--- src/rtl/bnt_pkg.sv ---
package bnt_pkg;

  typedef enum logic [1:0] {
    OFS_DOWN = 2'd0,
    OFS_NONE = 2'd1,
    OFS_UP   = 2'd2
  } noise_ofs_e;

  typedef enum logic {
    RAMP_RISE = 1'b0,
    RAMP_FALL = 1'b1
  } ramp_dir_e;

  // Two random bits -> offset; the spare code folds onto "none".
  function automatic noise_ofs_e decode_ofs(input logic [1:0] code);
    case (code)
      2'd0:    return OFS_DOWN;
      2'd2:    return OFS_UP;
      default: return OFS_NONE;
    endcase
  endfunction

endpackage

--- src/rtl/bnt_ramp_seq.sv ---
module bnt_ramp_seq
  import bnt_pkg::*;
#(
  parameter int WIDTH = 16,
  parameter int PEAK  = 30766,
  parameter int HOLD  = 5
) (
  input  logic             clk,
  input  logic             rst,
  input  logic             en,
  output logic [WIDTH-1:0] level_o,
  output logic [WIDTH-1:0] level_nxt_o
);

  localparam logic [WIDTH-1:0] PEAK_V = WIDTH'(PEAK);
  localparam logic [WIDTH-1:0] ONE_V  = WIDTH'(1);

  logic [WIDTH-1:0] level_q;
  ramp_dir_e        dir_q;
  logic [WIDTH-1:0] level_step;
  ramp_dir_e        dir_step;
  logic             step_now;

  // Hold stage: a counter only when levels are held more than one sample.
  generate
    if (HOLD <= 1) begin : g_no_hold
      assign step_now = 1'b1;
    end else begin : g_hold
      localparam int HW = $clog2(HOLD);
      localparam logic [HW-1:0] LAST = HW'(HOLD - 1);
      logic [HW-1:0] hold_q;

      assign step_now = (hold_q == LAST);

      always_ff @(posedge clk) begin
        if (rst) begin
          hold_q <= '0;
        end else if (en) begin
          hold_q <= step_now ? '0 : hold_q + 1'b1;
        end
      end
    end
  endgenerate

  always_comb begin
    level_step = level_q;
    dir_step   = dir_q;
    if (dir_q == RAMP_RISE) begin
      if (level_q == PEAK_V) begin
        level_step = level_q - ONE_V;
        dir_step   = RAMP_FALL;
      end else begin
        level_step = level_q + ONE_V;
      end
    end else begin
      if (level_q == '0) begin
        level_step = ONE_V;
        dir_step   = RAMP_RISE;
      end else begin
        level_step = level_q - ONE_V;
      end
    end
  end

  assign level_nxt_o = step_now ? level_step : level_q;

  always_ff @(posedge clk) begin
    if (rst) begin
      level_q <= ONE_V;
      dir_q   <= RAMP_RISE;
    end else if (en) begin
      level_q <= level_nxt_o;
      if (step_now) dir_q <= dir_step;
    end
  end

  assign level_o = level_q;

endmodule

--- src/rtl/bnt_noise_src.sv ---
module bnt_noise_src
  import bnt_pkg::*;
#(
  parameter int          LW   = 16,
  parameter logic [LW-1:0] TAPS = 16'hB400,
  parameter logic [LW-1:0] SEED = 16'hACE1
) (
  input  logic       clk,
  input  logic       rst,
  input  logic       en,
  output noise_ofs_e ofs_o
);

  logic [LW-1:0] state_q;
  logic [LW-1:0] state_nxt;

  always_comb begin
    state_nxt = {1'b0, state_q[LW-1:1]};
    if (state_q[0]) state_nxt = state_nxt ^ TAPS;
  end

  always_ff @(posedge clk) begin
    if (rst) begin
      state_q <= SEED;
    end else if (en) begin
      state_q <= state_nxt;
    end
  end

  assign ofs_o = decode_ofs(state_q[1:0]);

endmodule

--- src/rtl/bnt_limiter.sv ---
module bnt_limiter
  import bnt_pkg::*;
#(
  parameter int WIDTH = 16
) (
  input  logic [WIDTH-1:0] clean_nxt_i,
  input  logic [WIDTH-1:0] noisy_cur_i,
  input  noise_ofs_e       ofs_i,
  output logic [WIDTH-1:0] noisy_nxt_o
);

  localparam logic [WIDTH:0] ONE_W = (WIDTH+1)'(1);

  logic [WIDTH:0] cand_w;
  logic [WIDTH:0] cur_w;
  logic           too_high;
  logic           too_low;

  // Candidate with floor/ceiling so the sum never wraps.
  always_comb begin
    cand_w = {1'b0, clean_nxt_i};
    case (ofs_i)
      OFS_DOWN: if (clean_nxt_i != '0) cand_w = {1'b0, clean_nxt_i} - ONE_W;
      OFS_UP:   if (clean_nxt_i != '1) cand_w = {1'b0, clean_nxt_i} + ONE_W;
      default:  cand_w = {1'b0, clean_nxt_i};
    endcase
  end

  assign cur_w    = {1'b0, noisy_cur_i};
  assign too_high = cand_w > (cur_w + ONE_W);
  assign too_low  = (cand_w + ONE_W) < cur_w;

  // A rejected candidate lies on the same side as the clean value,
  // so one unit from the old sample is also one unit toward clean.
  always_comb begin
    if (too_high) begin
      noisy_nxt_o = noisy_cur_i + WIDTH'(1);
    end else if (too_low) begin
      noisy_nxt_o = noisy_cur_i - WIDTH'(1);
    end else begin
      noisy_nxt_o = cand_w[WIDTH-1:0];
    end
  end

endmodule

--- src/rtl/bounded_noise_tri_gen.sv ---
module bounded_noise_tri_gen
  import bnt_pkg::*;
#(
  parameter int          WIDTH = 16,
  parameter int          PEAK  = 30766,
  parameter int          HOLD  = 5,
  parameter logic [15:0] SEED  = 16'hACE1,
  parameter logic [15:0] TAPS  = 16'hB400
) (
  input  logic             clk,
  input  logic             rst,
  input  logic             en,
  output logic [WIDTH-1:0] clean_o,
  output logic [WIDTH-1:0] noisy_o
);

  localparam int NOISE_W = 16;

  logic [WIDTH-1:0] clean_q;
  logic [WIDTH-1:0] clean_nxt;
  logic [WIDTH-1:0] noisy_q;
  logic [WIDTH-1:0] noisy_nxt;
  noise_ofs_e       ofs;

  bnt_ramp_seq #(
    .WIDTH(WIDTH),
    .PEAK (PEAK),
    .HOLD (HOLD)
  ) u_ramp (
    .clk        (clk),
    .rst        (rst),
    .en         (en),
    .level_o    (clean_q),
    .level_nxt_o(clean_nxt)
  );

  bnt_noise_src #(
    .LW  (NOISE_W),
    .TAPS(TAPS),
    .SEED(SEED)
  ) u_noise (
    .clk  (clk),
    .rst  (rst),
    .en   (en),
    .ofs_o(ofs)
  );

  bnt_limiter #(
    .WIDTH(WIDTH)
  ) u_limit (
    .clean_nxt_i(clean_nxt),
    .noisy_cur_i(noisy_q),
    .ofs_i      (ofs),
    .noisy_nxt_o(noisy_nxt)
  );

  always_ff @(posedge clk) begin
    if (rst) begin
      noisy_q <= WIDTH'(1);
    end else if (en) begin
      noisy_q <= noisy_nxt;
    end
  end

  assign clean_o = clean_q;
  assign noisy_o = noisy_q;

endmodule

--- config.mk ---
export PLATFORM = sky130hd
export DESIGN_NAME = bounded_noise_tri_gen
export DESIGN_NICKNAME = d
export VERILOG_FILES = /design/src/rtl/bnt_pkg.sv /design/src/rtl/bnt_ramp_seq.sv /design/src/rtl/bnt_noise_src.sv /design/src/rtl/bnt_limiter.sv /design/src/rtl/bounded_noise_tri_gen.sv
export SDC_FILE = /design/constraint.sdc
export NUM_CORES = 1
export LEC_CHECK = 0
export ABC_AREA = 1
export BUFFER_PORTS_ARGS = -buffer_cell sky130_fd_sc_hd__buf_2
export CAP_MARGIN = 20
export CORE_AREA = 2 2 121 123
export DETAILED_ROUTE_END_ITERATION = 7
export DIE_AREA = 0 0 123 125
export PLACE_DENSITY = 0.71
export SYNTH_ARGS = -nofsm -noshare
export SYNTH_HDL_FRONTEND = slang
export SYNTH_SLANG_ARGS = --single-unit
--- constraint.sdc ---
create_clock -name clk -period 7 [get_ports clk]
set_input_delay 0.35 -clock clk [delete_from_list [all_inputs] [get_ports clk]]
set_output_delay 0.35 -clock clk [all_outputs]
set_load 0.01 [all_outputs]
==> flow_metrics.py, run 1 <==
metrics = {
    "sta": {
        "rsz0062_at_grt": "no",
        "finalSetupViolCount": 0,
        "fin_crit_sh": 0.899,
        "relSlewSlack": 0.354,
        "skew_ns": 0.00553,
        "setup_tns_ns": 0,
        "worst-slew-pin-transition_ns": 0.960,
        "fin_crit_ns": 6.29,
        "fmax_mhz": 159,
        "worst_slack_ns": 0.710,
        "hold_violations": 0,
        "slew_violations": 0,
    },
    "drt": {
        "drc": 0,
        "initialDrtViolationCount": 727,
        "vias_per_cell": 5.50,
        "num_vias": 7357,
        "wl_per_cell_um": 15.5,
        "drtAntennaViolNets": 0,
        "firstDrtPassIters": 5,
        "finalWirelength_um": 20700,
    },
    "placed_design": {
        "gp_congestion": 0.968,
        "placed_area_um2": 7100,
        "hpwl_um": 15700,
        "dpl_worst_slack_ns": 0.635,
        "io_buffers": 34,
    },
    "synthesis": {
        "yosysMostFrequentCell": "nand2_1",
        "ys_seq_area_frac": 0.152,
        "synth_area_leaders": "nand2_1, dfxtp_1, ha_1, nand3_1, inv_1",
        "ys_async_sr_fraction": 0,
        "synth_seq_cells": 52,
        "synth_top_cell_by_area": "nand2_1",
        "synth_top_area_share": 0.162,
        "synth_warnings": 0,
        "synth_cell_types": 45,
        "ys.flop_type": "dfxtp_1",
        "synth_area_per_cell_um2": 6.00,
        "syn_area_um2": 6870,
        "synth-edff-count": 0,
        "synth_fp_nets": 1192,
        "synth.cells.most_frequent": "nand2_1, inv_1, nor2_1",
        "synthCells": 1144,
    },
    "cells_and_area": {
        "regArea_um2": 1040,
        "fin_area_um2": 7270,
        "fill_cells": 1479,
        "multi_input_area_um2": 5040,
        "drive_gt1_frac": 0.141,
        "nNetsFinal": 1200,
        "antenna_cells": 0,
        "syn2layout_area_growth_pct": 5.83,
    },
    "setup_path": {
        "worst-path-stages": 37,
        "path_buf_inv": 2,
        "reg2reg_depth": 37,
        "crit_fanout": 21,
        "critPathSlowestCell": "dfxtp_1",
        "cp_slowest_stage_delay_ns": 0.46,
        "crit_top_cell": "nand2_1",
        "critPathTopFamily": "simple AND/OR/NAND/NOR gates",
        "critPathCaptureType": "flop",
        "worst-setup-path-type": "flop to flop",
        "critPathLaunchType": "flop",
        "crit_required_ns": 7.21,
        "crit_arrival_ns": 6.50,
    },
    "floorplan": {
        "fp-row-count": 44,
        "die_area_um2": 15400,
        "fp.dieW_um": 123,
        "initial_core_util": 0.483,
        "core-area_um2": 14200,
        "boundaryPins": 35,
        "chipHeight_um": 125,
    },
    "clocking": {
        "clk_latency_ns": 0.31,
        "path_clk_slew_ns": 0.08,
        "cts_sinks": 52,
        "cts_tree": "yes",
        "ctsLongestPathBuffers": 2,
        "htreeDepth": 2,
        "numCtsBuffers": 5,
        "cts_root_buf": "clkbuf_16",
    },
    "global_route": {
        "gr-usage-all-layers": 0.271,
        "antenna_found_initial": 0,
        "grt_max_degree": 49,
        "grt_remaining_overflow": 0,
        "grt_first_pass_wirelength_um": 33700,
        "grt_pass1_vias": 6648,
    },
    "power": {
        "irDropWorstVdd_v": 0.000191,
        "p_per_area_nw_per_um2": 161,
        "p_leak_uw": 0.00376,
    },
    "worst_hold_path": {
        "min_path_cells": 2,
        "min_path_type": "flop to flop",
    },
    "run_status": {
        "status": "finished, final reports clean",
    },
    "run": {
        "drv_cap": 0,
    },
}
-- sequential cells by signal, indices dropped and copies added (netlist names) --
signal and count:
u_noise.state_q 16, noisy_o 16, u_ramp.level_o 16, u_ramp.dir_q 1, u_ramp.g_hold.hold_q 3
-- per-stage QoR --
stage | hold slack, ns | power [uW] | utilization | cells
3_5_place_dp | 0.443 | 886 | 0.500 | 1328
6_report | 0.460 | 1170 | 0.512 | 1337
5_1_grt | 0.485 | 1260 | 0.512 | 1337
2_1_floorplan | 0.429 | 762 | - | 1144
4_1_cts | 0.464 | 1160 | 0.511 | 1336
3_3_place_gp | 0.440 | 886 | 0.500 | 1328
-- worst reg2reg max path: cells and delay by family, from the launching register on --
| kind | cells | cell delay, ns |
|---|---|---|
| AO/OA/AOI/OAI | 6 | 0.85 |
| buffers and inverters | 2 | 0.29 |
| XOR/XNOR | 2 | 0.60 |
| AND/OR/NAND/NOR | 23 | 2.95 |
| adder cells (fa/ha/maj) | 4 | 1.04 |
| flip-flops | 1 | 0.46 |
-- path summary, 6_finish.rpt --
kind	start	end	slack, ns
max reg2reg	u_ramp.level_o[0]$_SDFFE_PP1P_	noisy_o[12]$_SDFFE_PP0P_	0.71
min	u_noise.state_q[7]$_SDFFE_PP1P_	u_noise.state_q[7]$_SDFFE_PP1P_	0.46
max	u_ramp.level_o[0]$_SDFFE_PP1P_	noisy_o[12]$_SDFFE_PP0P_	0.71
min reg2reg	u_noise.state_q[7]$_SDFFE_PP1P_	u_noise.state_q[7]$_SDFFE_PP1P_	0.46
-- final cells by class --
cell class | count | share of cell area
repair buffers | 42 | 0.0317
flip-flops and latches | 52 | 0.143
inverters | 151 | 0.0783
clock inverters | 3 | 0.00465
multi-input cells | 900 | 0.693
well taps | 184 | 0.0317
clock buffers | 5 | 0.0172
-- per-layer routing --
metal	vias to the layer above	share of wire	GRT usage
li1	3707	-	-
met1	3289	0.47	0.397
met2	320	0.44	0.416
met3	41	0.080	0.0406
met4	0	0.017	0.0689
met5	-	0	0
-- cell usage in the layout (no fill, tap or decap), types with 2 or more instances in the layout --
| cell type | instances |
|---|---|
| a21oi_1 | 46 |
| a31oi_1 | 3 |
| buf_2 | 34 |
| buf_4 | 8 |
| clkbuf_16 | 5 |
| dfxtp_1 | 52 |
| ha_1 | 45 |
| inv_1 | 139 |
| inv_2 | 10 |
| nand2_1 | 297 |
| nand2_2 | 29 |
| nand2_4 | 13 |
| nand3_1 | 106 |
| nand3_2 | 11 |
| nand3_4 | 3 |
| nand4_1 | 30 |
| nor2_1 | 119 |
| nor2_2 | 21 |
| nor2_4 | 17 |
| nor3_1 | 13 |
| nor4_1 | 5 |
| o211ai_1 | 2 |
| o21a_1 | 6 |
| o21ai_0 | 49 |
| o21ai_1 | 6 |
| o221ai_1 | 9 |
| o22ai_1 | 4 |
| xor2_1 | 52 |
-- power by group --
group | internal, uW | switching (uW)
Combinational | 185 | 353
Clock | 138 | 137
Sequential | 321 | 33.5
-- cell families (layout without fill, tap and decap cells) --
| family | after synthesis | in the layout | synth area share |
|---|---|---|---|
| fa+ha+maj | 45 | 45 | 0.0820 |
| simple gates | 670 | 670 | 0.474 |
| flops | 52 | 52 | 0.152 |
| buf+inv | 192 | 201 | 0.115 |
| compound gates | 132 | 132 | 0.110 |
| xor+xnor | 53 | 53 | 0.0676 |
-- timing repair --
item | 4_1_cts | 5_1_grt
gates resized for setup | 0 | 1
hold buffers | 0 | 0
setup endpoints to repair | 0 | 12
endpoints found under the hold margin | 0 | 0
setup buffers | 0 | 0
No activity file was read; power rests on OpenSTA's default activity.
==> inputs of run 2 (changes only) <==
==> constraint.sdc (replaced) <==
create_clock -name clk -period 6.86 [get_ports clk]
set_input_delay 0.343 -clock clk [delete_from_list [all_inputs] [get_ports clk]]
set_output_delay 0.343 -clock clk [all_outputs]
set_load 0.01 [all_outputs]
==> run 2 against run 1 <==
  * The run now ends with design-rule violations left
  * Maximum frequency up 2.5%
  * First-iteration DRC count down 23%
  * Register-to-register slack about the same
  * Sequential share of layout area about the same
  * Global-route usage shrank 0.30 points
  * Final cell count about the same
  * Flip-flop and latch count stayed put
  * Power rose by 2.9%
  * Design area increased by 0.21%
  * Die area did not move
  * Hold slack got worse by 0.0087 ns
  * Largest cell class unchanged
==> flow_metrics.py, run 2 (synthesis results as in run 1) <==
metrics = {
    "run_status": {
        "status": "finished, violations left",
        "failed_checks": "design-rule violations",
    },
    "clocking": {
        "ctsLongestPathBuffers": 2,
        "cts_sinks": 52,
        "clk_latency_ns": 0.32,
        "cts_tree": "yes",
        "path_clk_slew_ns": 0.09,
        "numCtsBuffers": 5,
        "htreeDepth": 2,
        "cts_setup_buffers": 0,
        "cts_root_buf": "clkbuf_16",
    },
    "placed_design": {
        "hpwl_um": 15400,
        "gp_congestion": 0.948,
        "placed_area_um2": 7120,
        "io_buffers": 34,
    },
    "global_route": {
        "gr-usage-all-layers": 0.268,
        "antenna_found_initial": 0,
        "grt_pass1_vias": 6573,
        "grt_max_degree": 38,
        "grt_first_pass_wirelength_um": 33100,
        "grt_remaining_overflow": 0,
    },
    "cells_and_area": {
        "final_common_cell": "nand2_1",
        "antenna_cells": 0,
        "fin_area_um2": 7280,
        "fill_cells": 1507,
        "drive_gt1_frac": 0.142,
        "syn2layout_area_growth_pct": 6.05,
        "nNetsFinal": 1201,
        "layout_common_cells": "nand2_1, inv_1, nor2_1, nand3_1, dfxtp_1",
    },
    "sta": {
        "hold_violations": 0,
        "skew_ns": 0.0149,
        "hold_slack_ns": 0.451,
        "slew_violations": 0,
        "finalSetupViolCount": 0,
        "rsz0062_at_grt": "no",
        "setup_tns_ns": 0,
        "fmax_mhz": 163,
        "worst-slew-pin-transition_ns": 1.08,
        "fin_crit_ns": 6.14,
        "relSlewSlack": 0.271,
        "fin_crit_sh": 0.894,
    },
    "floorplan": {
        "core-area_um2": 14200,
        "die_area_um2": 15400,
        "initial_core_util": 0.483,
        "boundaryPins": 35,
        "fp-row-count": 44,
        "chipHeight_um": 125,
        "fp.dieW_um": 123,
    },
    "setup_path": {
        "crit_fanout": 21,
        "critical_path.startpoint": "u_ramp.level_o[0]$_SDFFE_PP1P_",
        "cp_slowest_stage_delay_ns": 0.43,
        "critPathCaptureType": "flop",
        "critPathSlowestCell": "dfxtp_1",
        "crit_required_ns": 7.07,
        "critPathLaunchType": "flop",
        "crit_arrival_ns": 6.35,
        "timing.rr.start": "u_ramp.level_o[0]$_SDFFE_PP1P_",
        "worst-setup-path-type": "flop to flop",
        "crit_top_cell": "nand2_1",
    },
    "worst_hold_path": {
        "hp-start": "rst",
        "min_path_type": "input pin to flop",
    },
    "drt": {
        "drc": 2,
        "wl_per_cell_um": 15.2,
        "finalWirelength_um": 20400,
        "firstDrtPassIters": 7,
        "num_vias": 7268,
        "drtAntennaViolNets": 0,
        "initialDrtViolationCount": 557,
        "vias_per_cell": 5.43,
    },
    "power": {
        "irDropWorstVdd_v": 0.000143,
        "p_per_area_nw_per_um2": 165,
        "p_leak_uw": 0.00376,
    },
    "run": {
        "drv_cap": 0,
    },
}
[run 2: area by class of cell]
class / count / area, um2 / share of cell area
flip-flops and latches: 52 / 1040 / 0.143
clock inverters: 3 / 33.8 / 0.00464
inverters: 151 / 569 / 0.0782
multi-input cells: 900 / 5040 / 0.692
well taps: 184 / 230 / 0.0316
clock buffers: 5 / 125 / 0.0172
repair buffers: 43 / 241 / 0.0332
[run 2: worst paths after layout]
check | endpoint | slack [ns] | cells past startpoint
setup / recovery | noisy_o[12]$_SDFFE_PP0P_ | 0.72 | 37
hold / removal | noisy_o[4]$_SDFFE_PP0P_ | 0.45 | 2
setup reg to reg | noisy_o[12]$_SDFFE_PP0P_ | 0.72 | 37
hold reg to reg | u_noise.state_q[6]$_SDFFE_PP1P_ | 0.46 | 2
[run 2: power breakdown]
group	switching (uW)	internal, uW
Clock	152	142
Combinational	356	192
Sequential	33.1	327
Total	541	660
[run 2: per-layer routing]
metal  vias to the layer above  part of all wire  GRT usage
li1                       3708                 -          -
met1                      3218              0.45      0.375
met2                       302              0.44      0.413
met3                        40             0.087     0.0589
met4                         0             0.024     0.0775
met5                         -                 0          0
[run 2: repair_timing]
item                                    in CTS  in global routing
gates resized for setup                      0                  1
hold buffers                                 0                  0
endpoints found under the setup margin       0                  3
[run 2: worst max-delay path: cells and delay by family (launching register included)]
family	cells	cell delay (ns)
buffers and inverters	2	0.27
DFF	1	0.43
adders and majority gates	4	1.01
xor gates and xnor gates	2	0.49
AOI/OAI and AO/OA	6	0.84
and+or+nand+nor	23	2.98
[run 2: per-stage QoR]
step	instances	power [uW]	utilization	setup WS, ns
4_1_cts	1338	1200	0.512	0.633
3_3_place_gp	1329	901	0.500	0.981
3_5_place_dp	1330	906	0.501	0.669
5_1_grt	1338	1300	0.513	0.105
2_1_floorplan	1144	778	-	1.46
6_report	1338	1200	0.513	0.724
